## src/rtl/irq_agg_pkg.sv

```systemverilog
package irq_agg_pkg;
  typedef enum logic [2:0] {
    F_MODE   = 3'd0,
    F_EN     = 3'd1,
    F_CLR    = 3'd2,
    F_POL    = 3'd3,
    F_STAT   = 3'd4,
    F_OUTPOL = 3'd5
  } field_e;
endpackage

```

## src/rtl/irq_agg_regs.sv

```systemverilog
module irq_agg_regs
  import irq_agg_pkg::*;
#(
  parameter int NUM_BANKS = 2,
  parameter int BANK_W    = 16,
  parameter int ADDR_W    = 4
) (
  input  logic                          clk,
  input  logic                          rst_n,
  input  logic                          wr_i,
  input  logic [ADDR_W-1:0]             addr_i,
  input  logic [BANK_W-1:0]             wdata_i,
  input  logic [NUM_BANKS*BANK_W-1:0]   stat_i,
  output logic [BANK_W-1:0]             rdata_o,
  output logic [NUM_BANKS*BANK_W-1:0]   mode_o,
  output logic [NUM_BANKS*BANK_W-1:0]   en_o,
  output logic [NUM_BANKS*BANK_W-1:0]   pol_o,
  output logic [NUM_BANKS*BANK_W-1:0]   clr_o,
  output logic                          outpol_o
);
  localparam int NUM_SRC = NUM_BANKS * BANK_W;
  localparam int BSEL_W  = $clog2(NUM_BANKS);

  logic [NUM_SRC-1:0] mode_q, mode_d, en_q, en_d, pol_q, pol_d;
  logic               outpol_q, outpol_d;
  field_e             fld;
  logic [BSEL_W-1:0]  bank;

  assign fld  = field_e'(addr_i[ADDR_W-1:BSEL_W]);
  assign bank = addr_i[BSEL_W-1:0];

  always_comb begin
    mode_d   = mode_q;
    en_d     = en_q;
    pol_d    = pol_q;
    outpol_d = outpol_q;
    clr_o    = '0;
    rdata_o  = '0;
    for (int b = 0; b < NUM_BANKS; b++) begin
      if (bank == BSEL_W'(b)) begin
        if (wr_i) begin
          case (fld)
            F_MODE:  mode_d[b*BANK_W +: BANK_W] = wdata_i;
            F_EN:    en_d[b*BANK_W +: BANK_W]   = wdata_i;
            F_POL:   pol_d[b*BANK_W +: BANK_W]  = wdata_i;
            F_CLR:   clr_o[b*BANK_W +: BANK_W]  = wdata_i;
            default: ;
          endcase
        end
        case (fld)
          F_MODE:  rdata_o = mode_q[b*BANK_W +: BANK_W];
          F_EN:    rdata_o = en_q[b*BANK_W +: BANK_W];
          F_POL:   rdata_o = pol_q[b*BANK_W +: BANK_W];
          F_STAT:  rdata_o = stat_i[b*BANK_W +: BANK_W];
          default: ;
        endcase
      end
    end
    if (fld == F_OUTPOL && bank == '0) begin
      if (wr_i) outpol_d = wdata_i[0];
      rdata_o = {{(BANK_W-1){1'b0}}, outpol_q};
    end
  end

  always_ff @(posedge clk or negedge rst_n) begin
    if (!rst_n) begin
      mode_q   <= '0;
      en_q     <= '0;
      pol_q    <= '0;
      outpol_q <= 1'b0;
    end else if (wr_i) begin
      mode_q   <= mode_d;
      en_q     <= en_d;
      pol_q    <= pol_d;
      outpol_q <= outpol_d;
    end
  end

  assign mode_o   = mode_q;
  assign en_o     = en_q;
  assign pol_o    = pol_q;
  assign outpol_o = outpol_q;
endmodule

```

## src/rtl/irq_agg_bank.sv

```systemverilog
module irq_agg_bank #(
  parameter int BANK_W      = 16,
  parameter int SYNC_STAGES = 2
) (
  input  logic              clk,
  input  logic              rst_n,
  input  logic [BANK_W-1:0] src_i,
  input  logic [BANK_W-1:0] mode_i,
  input  logic [BANK_W-1:0] pol_i,
  input  logic [BANK_W-1:0] clr_i,
  output logic [BANK_W-1:0] pend_o
);
  logic [SYNC_STAGES-1:0][BANK_W-1:0] sync_q, sync_d;
  logic [BANK_W-1:0] act, act_q, edge_w, pend_q, pend_d;

  always_comb begin
    sync_d[0] = src_i;
    for (int s = 1; s < SYNC_STAGES; s++) sync_d[s] = sync_q[s-1];
  end

  // active level: high when polarity bit set, low otherwise
  assign act    = sync_q[SYNC_STAGES-1] ~^ pol_i;
  assign edge_w = act & ~act_q;
  assign pend_d = (mode_i & (edge_w | (pend_q & ~clr_i))) | (~mode_i & act);

  always_ff @(posedge clk or negedge rst_n) begin
    if (!rst_n) begin
      sync_q <= '0;
      act_q  <= '0;
      pend_q <= '0;
    end else begin
      sync_q <= sync_d;
      act_q  <= act;
      pend_q <= pend_d;
    end
  end

  assign pend_o = pend_q;

  for (genvar i = 0; i < BANK_W; i++) begin : g_chk
    assert_sticky_R3: assert property (@(posedge clk) disable iff (!rst_n)
      (mode_i[i] && pend_q[i] && !clr_i[i]) |=> pend_q[i]);
    assert_edge_wins_R6: assert property (@(posedge clk) disable iff (!rst_n)
      (mode_i[i] && edge_w[i] && clr_i[i]) |=> pend_q[i]);
    assert_clear_R5: assert property (@(posedge clk) disable iff (!rst_n)
      (mode_i[i] && clr_i[i] && !edge_w[i]) |=> !pend_q[i]);
  end
endmodule

```

## src/rtl/irq_agg_out.sv

```systemverilog
module irq_agg_out #(
  parameter int NUM_SRC = 32
) (
  input  logic               clk,
  input  logic               rst_n,
  input  logic [NUM_SRC-1:0] pend_i,
  input  logic [NUM_SRC-1:0] en_i,
  input  logic               outpol_i,
  output logic               irq_o
);
  logic any_w, irq_d, irq_q;

  assign any_w = |(pend_i & en_i);
  assign irq_d = any_w ~^ outpol_i;

  always_ff @(posedge clk or negedge rst_n) begin
    if (!rst_n) irq_q <= 1'b1;
    else        irq_q <= irq_d;
  end

  assign irq_o = irq_q;

  assert_idle_level_R8: assert property (@(posedge clk) disable iff (!rst_n)
    (~|(pend_i & en_i)) |=> (irq_o == !$past(outpol_i)));
endmodule

```

## src/rtl/irq_agg_top.sv

```systemverilog
module irq_agg_top #(
  parameter int NUM_BANKS   = 2,
  parameter int BANK_W      = 16,
  parameter int SYNC_STAGES = 2,
  parameter int ADDR_W      = 4
) (
  input  logic                        clk,
  input  logic                        rst_n,
  input  logic [NUM_BANKS*BANK_W-1:0] src_i,
  input  logic                        reg_wr_i,
  input  logic [ADDR_W-1:0]           reg_addr_i,
  input  logic [BANK_W-1:0]           reg_wdata_i,
  output logic [BANK_W-1:0]           reg_rdata_o,
  output logic                        irq_o
);
  localparam int NUM_SRC = NUM_BANKS * BANK_W;

  logic [1:0]         rst_pipe;
  logic               rst_sync_n;
  logic [NUM_SRC-1:0] mode, en, pol, clr, pend;
  logic               outpol;

  always_ff @(posedge clk or negedge rst_n) begin
    if (!rst_n) rst_pipe <= '0;
    else        rst_pipe <= {rst_pipe[0], 1'b1};
  end
  assign rst_sync_n = rst_pipe[1];

  irq_agg_regs #(.NUM_BANKS(NUM_BANKS), .BANK_W(BANK_W), .ADDR_W(ADDR_W)) u_regs (
    .clk(clk), .rst_n(rst_sync_n), .wr_i(reg_wr_i), .addr_i(reg_addr_i),
    .wdata_i(reg_wdata_i), .stat_i(pend), .rdata_o(reg_rdata_o),
    .mode_o(mode), .en_o(en), .pol_o(pol), .clr_o(clr), .outpol_o(outpol)
  );

  for (genvar b = 0; b < NUM_BANKS; b++) begin : g_bank
    irq_agg_bank #(.BANK_W(BANK_W), .SYNC_STAGES(SYNC_STAGES)) u_bank (
      .clk(clk), .rst_n(rst_sync_n),
      .src_i (src_i[b*BANK_W +: BANK_W]),
      .mode_i(mode[b*BANK_W +: BANK_W]),
      .pol_i (pol[b*BANK_W +: BANK_W]),
      .clr_i (clr[b*BANK_W +: BANK_W]),
      .pend_o(pend[b*BANK_W +: BANK_W])
    );
  end

  irq_agg_out #(.NUM_SRC(NUM_SRC)) u_out (
    .clk(clk), .rst_n(rst_sync_n), .pend_i(pend), .en_i(en),
    .outpol_i(outpol), .irq_o(irq_o)
  );
endmodule

```

## config.mk

```make
export PLATFORM = sky130hd
export DESIGN_NAME = irq_agg_top
export DESIGN_NICKNAME = d
export VERILOG_FILES = /design/src/rtl/irq_agg_pkg.sv /design/src/rtl/irq_agg_regs.sv /design/src/rtl/irq_agg_bank.sv /design/src/rtl/irq_agg_out.sv /design/src/rtl/irq_agg_top.sv
export SDC_FILE = /design/constraint.sdc
export NUM_CORES = 1
export LEC_CHECK = 0
export ABC_AREA = 1
export BUFFER_PORTS_ARGS = -buffer_cell sky130_fd_sc_hd__buf_2
export CAP_MARGIN = 20
export CORE_AREA = 3 3 178 180
export DETAILED_ROUTE_END_ITERATION = 10
export DIE_AREA = 0 0 181 183
export GPL_TIMING_DRIVEN = 0
export HOLD_SLACK_MARGIN = 0.15
export PLACE_DENSITY = 0.56
export SKIP_LAST_GASP = 1
export SLEW_MARGIN = 20
export SYNTH_ARGS = -nofsm -noshare
export SYNTH_HDL_FRONTEND = slang
export SYNTH_SLANG_ARGS = --single-unit
```

## constraint.sdc

```tcl
create_clock -name clk -period 11.6 [get_ports clk]
set_input_delay 0 -clock clk [delete_from_list [all_inputs] [get_ports clk]]
set_output_delay 0 -clock clk [all_outputs]
set_load 0.01 [all_outputs]
```

==> impl_metrics.tcl, run 1 <==
set metrics [dict create \
    status "finished, final reports clean" \
    clockPowerShare 0.368 \
    clkLatencyLatePin_ns 0.53 \
    core-area_sq_um 30350 \
    area_growth_pct 30.01 \
    antenna_found_initial 0 \
    critPathLaunchType "input pin" \
    p_comb_frac 0.142 \
    drv_slew 0 \
    synth_warnings 0 \
    synth-edff-count 0 \
    finalNetCount 1252 \
    ys_seq_elements 228 \
    yosysTopAreaCell "dfrtp_1" \
    die-area_sq_um 33120 \
    cts_tree "done" \
    period_share 0.1872 \
    hold_viol 0 \
    arrival_ns 2.17 \
    dr.pass1.iters 5 \
    synth_flop_cell "dfrtp_1" \
    die_h_um 183 \
    fmax_ghz 0.4605 \
    synth_area_per_cell_sq_um 9.042 \
    antenna_left 0 \
    p_int_mw 1.566 \
    seq_power_share 0.490 \
    h-tree-depth 1 \
    dr.first_iter.drc_count 711 \
    cts_sinks 228 \
    ys_seq_area_frac 0.6293 \
    cts_resized 0 \
    ctsHoldBuffers 91 \
    routed_via_density 4.650 \
    synth_common_cells "nand2_1, dfrtp_1, nand3_1" \
    wl_per_cell_um 17.02 \
    p_sw_frac 0.2827 \
    drive_above_1_share 0.1203 \
    rsz0062_at_grt "no" \
    path_max_fanout 10 \
    hold_path_class "flop to async pin" \
    place_congestion 0.8642 \
    port_buffers 70 \
    grt_pass1_wl_um 42760 \
    synth.most_common_cell "nand2_1" \
    drc 0 \
    drv_cap 0 \
    p_leak_nw 5.578 \
    num_rows 64 \
    synthArstFlopShare 1.000 \
    peakVddDrop_mv 0.1147 \
    netlist.area_leader.share 0.6264 \
    insertedDiodeCount 0 \
    clkTransAtPathRegs_ns 0.06 \
    yosysUniqueCellTypes 19 \
    drt_wl_total_um 27400 \
    postCtsSetupBuffers 0 \
    tns_ns 0 \
    syn_nets 1058 \
    crit_type "input pin to primary output" \
    p_total_mw 2.183 \
    relSlewSlack 0.3358 \
    ioPinCount 72 \
    grt_max_degree 56 \
    grt_usage 0.1652 \
    synthCells 1003 \
    p_per_area_nw_per_um2 185.1 \
    n_fill_cell 3105 \
    finalClockSkew_ns 0.01476 \
    hpwl_um 18070 \
    cts_inserted_buffers 26 \
    yosys-top-cells-area "dfrtp_1, nand2_1, nand3_1" \
    die_w_um 181 \
    start_util 0.2988 \
    grt_pass1_vias 7553 \
    synthesis.area_sq_um 9069 \
    grt_overflow_total 0 \
    finalSetupViolCount 0 \
    cts_root_buf "clkbuf_16" \
    cts_max_path_buffers 3 \
    tightest_slew_ns 0.9963 \
    period_needed_ns 2.172 \
    vias 7486 \
    cp.required_ns 11.60 \
    endpoint_kind "primary output" \
    switchingPower_mw 0.6170 \
]
power groups by stage:
stage	registers, mW	clock network, mW	logic, mW
4_1_cts	1.07	0.824	0.313
3_3_place_gp	1.09	0	0.261
5_1_grt	1.09	0.855	0.357
3_5_place_dp	1.08	0	0.288
6_report	1.07	0.803	0.310
2_1_floorplan	1.05	0	0.195
cell families after synthesis:
family | synth area share
AND/OR/NAND/NOR | 0.2548
AO/OA/AOI/OAI | 0.05519
buffers and inverters | 0.02939
other | 0.0004135
XOR/XNOR | 0.03091
flip-flops | 0.6293
worst paths after layout:
kind                                                            start                                     to  slack, ns  cells after the start
worst min-delay path                            rst_pipe[1]$_DFF_PN0_   g_bank[0].u_bank.pend_o[0]$_DFF_PN0_       0.24                      0
worst max-delay path                                    reg_addr_i[3]                        reg_rdata_o[11]       9.43                     11
worst min register to register                  rst_pipe[1]$_DFF_PN0_   g_bank[0].u_bank.pend_o[0]$_DFF_PN0_       0.24                      0
worst max register to register                  rst_pipe[1]$_DFF_PN0_                  u_out.irq_o$_DFF_PN1_      10.20                      3
max in group asynchronous                       rst_pipe[1]$_DFF_PN0_                  u_out.irq_o$_DFF_PN1_      10.20                      3
min in group clk                g_bank[0].u_bank.sync_d[31]$_DFF_PN0_  g_bank[0].u_bank.sync_q[31]$_DFF_PN0_       0.34                      0
state kept, by name, indices dropped and copies added (netlist names):
name                  cells
u_regs.en_o              32
rst_pipe                  2
u_out.irq_o               1
u_regs.outpol_o           1
g_bank.u_bank.pend_o     32
g_bank.u_bank.act_q      32
g_bank.u_bank.sync_q     32
u_regs.pol_o             32
g_bank.u_bank.sync_d     32
u_regs.mode_o            32
final cells by class:
class                           instances  area, sq um  share of cell area
Timing Repair Buffer                  166         1376              0.1167
Sequential cell                       228         5710              0.4843
Clock buffer                           36        769.5             0.06527
Inverter                               24        90.09            0.007641
Multi-Input combinational cell        711         3095              0.2625
Tap cell                              396        495.5             0.04202
Buffer                                 40        176.4             0.01496
Clock inverter                          9        76.32            0.006473
critical path, cell delays in order:
cell,delay (ns)
dlygate4sd3_1,0.53
buf_2,0.17
inv_2,0.09
nand2_1,0.10
nor2_2,0.26
buf_2,0.38
nand2_1,0.11
nand3_1,0.10
nor2_1,0.04
nor2_1,0.21
buf_2,0.18
metal layers:
metal / share of wire / global-route usage / up-vias
li1: - / - / 3578
met1: 0.43 / 0.2188 / 3592
met2: 0.47 / 0.2728 / 247
met3: 0.058 / 0.02559 / 69
met4: 0.039 / 0.06856 / 0
met5: 0 / 0 / -
layout by cell type (no fill, tap or decap), types with 2 or more instances in the layout:
master,n
nand3_1,97
clkbuf_16,27
nor3_1,3
nor2_1,53
nand4_1,2
xnor2_1,32
nand2_1,420
clkbuf_1,20
o21ai_1,18
o21ai_0,82
inv_2,3
buf_1,2
dlygate4sd3_1,91
buf_12,3
inv_1,20
buf_16,2
dfrtp_1,226
clkbuf_8,6
nor2_2,2
clkinv_2,6
buf_2,91
stage by stage:
step / hold WS [ns] / util / worst slack (ns) / cells / instance area [sq um]
global route: 0.2855 / 0.3885 / 9.329 / 1610 / 11790
floorplan: -0.2956 / - / 4.778 / 1003 / 9069
global placement: -0.2142 / 0.3267 / 1.968 / 1469 / 9915
detailed placement: -0.2127 / 0.3306 / 9.742 / 1474 / 10030
CTS: 0.2652 / 0.3885 / 9.495 / 1610 / 11790
finish: 0.2382 / 0.3885 / 9.428 / 1610 / 11790
No activity file was read; power rests on OpenSTA's default activity.
==> run 2, diff against run 1 <==
Settings changed: PLACE_DENSITY 0.56 to 0.58.
Clock period 11.6 ns to 1.85 ns, I/O delays scaled along.
==> impl_metrics.tcl, run 2 (same netlist as run 1, synthesis figures left out) <==
set metrics [dict create \
    period_needed_ns 1.725 \
    die-area_sq_um 33120 \
    routed_via_density 4.644 \
    drv_slew 0 \
    p_leak_nw 5.591 \
    cts_sinks 228 \
    rsz0062_at_grt "no" \
    status "finished, final reports clean" \
    ioPinCount 72 \
    finalClockSkew_ns 0.008160 \
    fmax_ghz 0.5797 \
    final_common_cell "nand2_1" \
    slowest_delay_ns 0.56 \
    core-area_sq_um 30350 \
    timing.hold.ws_ns 0.2045 \
    dr.pass1.iters 5 \
    crit_type "input pin to flop" \
    antenna_found_initial 0 \
    register_area_sq_um 5710 \
    cts_inserted_buffers 26 \
    fin_ws_ns 0.1250 \
    drc 0 \
    crit_chain "dlygate4sd3_1 > buf_2 > nand2_1 > nor2_1 > nand2_1 > dlygate4sd3_1 > o21ai_0 > dlygate4sd3_1" \
    cts_max_path_buffers 3 \
    p_per_area_nw_per_um2 1175 \
    drt_wl_total_um 27210 \
    multiInputGateArea_sq_um 3095 \
    dr.first_iter.drc_count 677 \
    grt_max_degree 51 \
    fin_area_sq_um 11820 \
    grt_overflow_total 0 \
    hold_viol 0 \
    critPathLaunchType "input pin" \
    place_area_sq_um 10030 \
    crit_top_cell "dlygate4sd3_1" \
    grt_usage 0.1646 \
    clkLatencyLatePin_ns 0.53 \
    wl_per_cell_um 16.91 \
    cp_slowest_cell "dlygate4sd3_1" \
    arrival_ns 2.18 \
    relSlewSlack 0.4006 \
    n_fill_cell 3085 \
    h-tree-depth 1 \
    hpwl_um 17810 \
    grt_pass1_wl_um 42680 \
    num_rows 64 \
    die_w_um 181 \
    cts_tree "done" \
    period_share 0.9324 \
    drv_cap 0 \
    insertedDiodeCount 0 \
    clkTransAtPathRegs_ns 0.06 \
    die_h_um 183 \
    layout_common_cells "nand2_1, dfrtp_1, nand3_1, dlygate4sd3_1, buf_2" \
    place_congestion 0.8453 \
    cts_root_buf "clkbuf_16" \
    finalNetCount 1252 \
    cp.required_ns 2.31 \
    endpoint_kind "flop" \
    start_util 0.2988 \
    drive_above_1_share 0.1162 \
    path_max_fanout 3 \
    finalSetupViolCount 0 \
    postCtsSetupBuffers 0 \
    peakVddDrop_mv 0.5549 \
    hold_path_class "input pin to flop" \
    port_buffers 70 \
    grt_pass1_vias 7551 \
    vias 7473 \
    antenna_left 0 \
    dp_slack_ns -0.03223 \
    area_growth_pct 30.35 \
    tightest_slew_ns 0.8992 \
]
[run 2: changes by cell type in the layout (fill, tap and decap cells not counted), sizes merged]
| cell | change |
|---|---|
| buf | -1 |
| clkinvlp | -1 |
| clkbuf | +2 |
| bufinv | +2 |
| clkinv | -4 |
| dlygate4sd3 | +1 |
[run 2: area by class of cell]
cell class                 count  area share
buffer                        40     0.01492
clock buffer                  38     0.06488
clock inverter                 6    0.008891
inverter                      24    0.007621
multi-input combinational    711      0.2619
sequential                   228      0.4831
tap                          396     0.04191
timing repair buffer         166      0.1169
[run 2: path summary, 6_finish.rpt]
kind                                       startpoint                                     to  slack (ns)  cells after the start
worst min-delay path                    reg_addr_i[3]   g_bank[0].u_bank.pend_o[2]$_DFF_PN0_        0.20                      6
worst min register to register  rst_pipe[1]$_DFF_PN0_  g_bank[1].u_bank.sync_q[31]$_DFF_PN0_        0.33                      0
max in group asynchronous       rst_pipe[1]$_DFF_PN0_           u_regs.pol_o[22]$_DFFE_PN0P_        0.57                      2
worst max-delay path                         reg_wr_i            u_regs.outpol_o$_DFFE_PN0P_        0.13                      8
min in group asynchronous                       rst_n                  rst_pipe[1]$_DFF_PN0_        0.33                      3
worst max register to register  rst_pipe[1]$_DFF_PN0_           u_regs.pol_o[22]$_DFFE_PN0P_        0.57                      2
[run 2: per-stage QoR]
stage	utilization	power, mW	std cells	setup TNS [ns]
finish	0.3895	13.89	1609	0
global route	0.3895	14.63	1609	0
CTS	0.3895	14.02	1609	0
detailed placement	0.3304	8.562	1473	-0.1442
global placement	0.3268	8.460	1469	-293.80
floorplan	-	7.814	1003	-102.37
[run 2: per-layer routing]
metal | routed length, um | part of all wire | GRT usage
met1 | 11930 | 0.44 | 0.2255
met2 | 12780 | 0.47 | 0.2727
met3 | 1690 | 0.062 | 0.02539
met4 | 816 | 0.030 | 0.04906
met5 | 0 | 0 | 0
[run 2: worst max-delay path, delay by kind of cell]
family / cells / cell delay (ns)
and+or+nand+nor: 3 / 0.33
buffers and inverters: 4 / 1.79
AOI/OAI and AO/OA: 1 / 0.07
[run 2: power by group]
group          total [mW]  switching, mW  leakage (nW)  internal [mW]
logic                1.93           1.07          2.41          0.860
registers            6.70          0.769          2.75           5.93
clock network        5.26           2.00         0.430           3.26
[run 2: timing repair]
item | CTS | global route
resized for setup | 0 | 0
hold buffers | 92 | 0
endpoints found under the hold margin | 163 | 0
==> run 3, diff against run 2 <==
Settings changed: GPL_TIMING_DRIVEN 0 to unset.
==> impl_metrics.tcl, run 3 (same netlist as run 1, synthesis figures left out) <==
set metrics [dict create \
    status "finished, final reports clean" \
    cts_inserted_buffers 25 \
    finalNetCount 1241 \
    hold_viol 0 \
    drv_cap 0 \
    drc 0 \
    routed_via_density 4.528 \
    grt_pass1_vias 7480 \
    cp_top_family "buffers and inverters" \
    die-area_sq_um 33120 \
    cts_sinks 228 \
    rsz0062_at_grt "no" \
    core-area_sq_um 30350 \
    dp_slack_ns 0.3028 \
    cts_max_path_buffers 3 \
    period_share 0.9327 \
    period_needed_ns 1.726 \
    ctsHoldBuffers 99 \
    crit_top_cell "dlygate4sd3_1" \
    drive_above_1_share 0.1229 \
    critical_path_buf_inv_count 5 \
    crit_type "input pin to flop" \
    area_growth_pct 31.07 \
    antenna_found_initial 0 \
    wl_per_cell_um 14.63 \
    drt_wl_total_um 23400 \
    hold_path_class "input pin to flop" \
    peakVddDrop_mv 0.7710 \
    h-tree-depth 1 \
    p_total_mw 13.64 \
    slowest_delay_ns 0.55 \
    clkTransAtPathRegs_ns 0.06 \
    cts_root_buf "clkbuf_16" \
    path_max_fanout 3 \
    hpwl_um 14950 \
    place_area_sq_um 10050 \
    drv_slew 0 \
    endpoint_kind "flop" \
    p_per_area_nw_per_um2 1147 \
    arrival_ns 2.17 \
    clkLatencyLatePin_ns 0.51 \
    cts_tree "done" \
    p_leak_nw 5.578 \
    layout_common_cells "nand2_1, dfrtp_1, dlygate4sd3_1, nand3_1, o21ai_0" \
    fin_area_sq_um 11890 \
    grt_max_degree 55 \
    die_w_um 181 \
    die_h_um 183 \
    port_buffers 71 \
    insertedDiodeCount 0 \
    critPathLaunchType "input pin" \
    dr.first_iter.drc_count 553 \
    cts_resized 0 \
    num_rows 64 \
    grt_overflow_total 0 \
    cp.required_ns 2.30 \
    place_congestion 0.8088 \
    fin_ws_ns 0.1244 \
    postCtsSetupBuffers 0 \
    finalClockSkew_ns 0.006497 \
    finalSetupViolCount 0 \
    fmax_ghz 0.5795 \
    tns_ns 0 \
    grt_pass1_wl_um 38760 \
    antenna_left 0 \
    grt_usage 0.1421 \
    cp_slowest_cell "dlygate4sd3_1" \
    ioPinCount 72 \
    vias 7245 \
    crit_chain "dlygate4sd3_1 > buf_2 > clkinv_1 > nand2_1 > nor2_1 > nand2_1 > dlygate4sd3_1 > o21ai_0 > dlygate4sd3_1" \
    dr.pass1.iters 5 \
    final_common_cell "nand2_1" \
    start_util 0.2988 \
]
==> run 3: cell count changes in the layout (fill, tap and decap cells not counted), moves of 2 or more <==
cell and change:
buf_2 -20, buf_4 +18, clkbuf_8 -3, dlygate4sd3_1 +7
clkbuf_1 -20, clkinv_2 +7, buf_16 -4, buf_1 -2
buf_12 +8, clkbuf_16 -2
==> run 3: power breakdown <==
group	switching, mW	internal [mW]	leakage, nW
logic	1.05	0.869	2.40
clock network	1.94	3.11	0.422
registers	0.738	5.93	2.75
total	3.73	9.91	5.58
==> run 3: layout make-up <==
type | instances | area, sq um
flip-flops and latches | 228 | 5710
well taps | 396 | 495.5
fillers | 3026 | 18460
multi-input cells | 711 | 3107
repair buffers | 196 | 1642
inverters | 24 | 90.09
clock inverters | 15 | 177.7
clock buffers | 30 | 664.4
==> run 3: per-stage QoR <==
stage               utilization  std cells  hold WS [ns]
floorplan                     -       1003       -0.2956
global placement         0.3313       1456       -0.2111
detailed placement       0.3313       1456       -0.2101
CTS                      0.3917       1600        0.1529
global route             0.3917       1600        0.1571
finish                   0.3917       1600        0.1598
==> run 3: metal layers <==
layer  routed length, um  GRT usage  up-vias
met1               10820     0.1924     3516
met4                 442    0.03748        0
met5                   0          0        -
met3                1064    0.02519       32
li1                    -          -     3557
met2               11080     0.2378      140
==> run 3: worst paths after layout <==
check                                       startpoint                                     to  slack [ns]  cells after the start
max in group asynchronous        rst_pipe[1]$_DFF_PN0_                  u_out.irq_o$_DFF_PN1_        0.97                      1
max reg2reg                u_regs.outpol_o$_DFFE_PN0P_            u_regs.outpol_o$_DFFE_PN0P_        0.61                      3
min                                          src_i[22]  g_bank[1].u_bank.sync_d[22]$_DFF_PN0_        0.16                      2
max                                      reg_addr_i[0]            u_regs.outpol_o$_DFFE_PN0P_        0.12                      9
min reg2reg                      rst_pipe[1]$_DFF_PN0_   g_bank[1].u_bank.act_q[12]$_DFF_PN0_        0.23                      0
min in group asynchronous        rst_pipe[1]$_DFF_PN0_   g_bank[1].u_bank.act_q[12]$_DFF_PN0_        0.23                      0
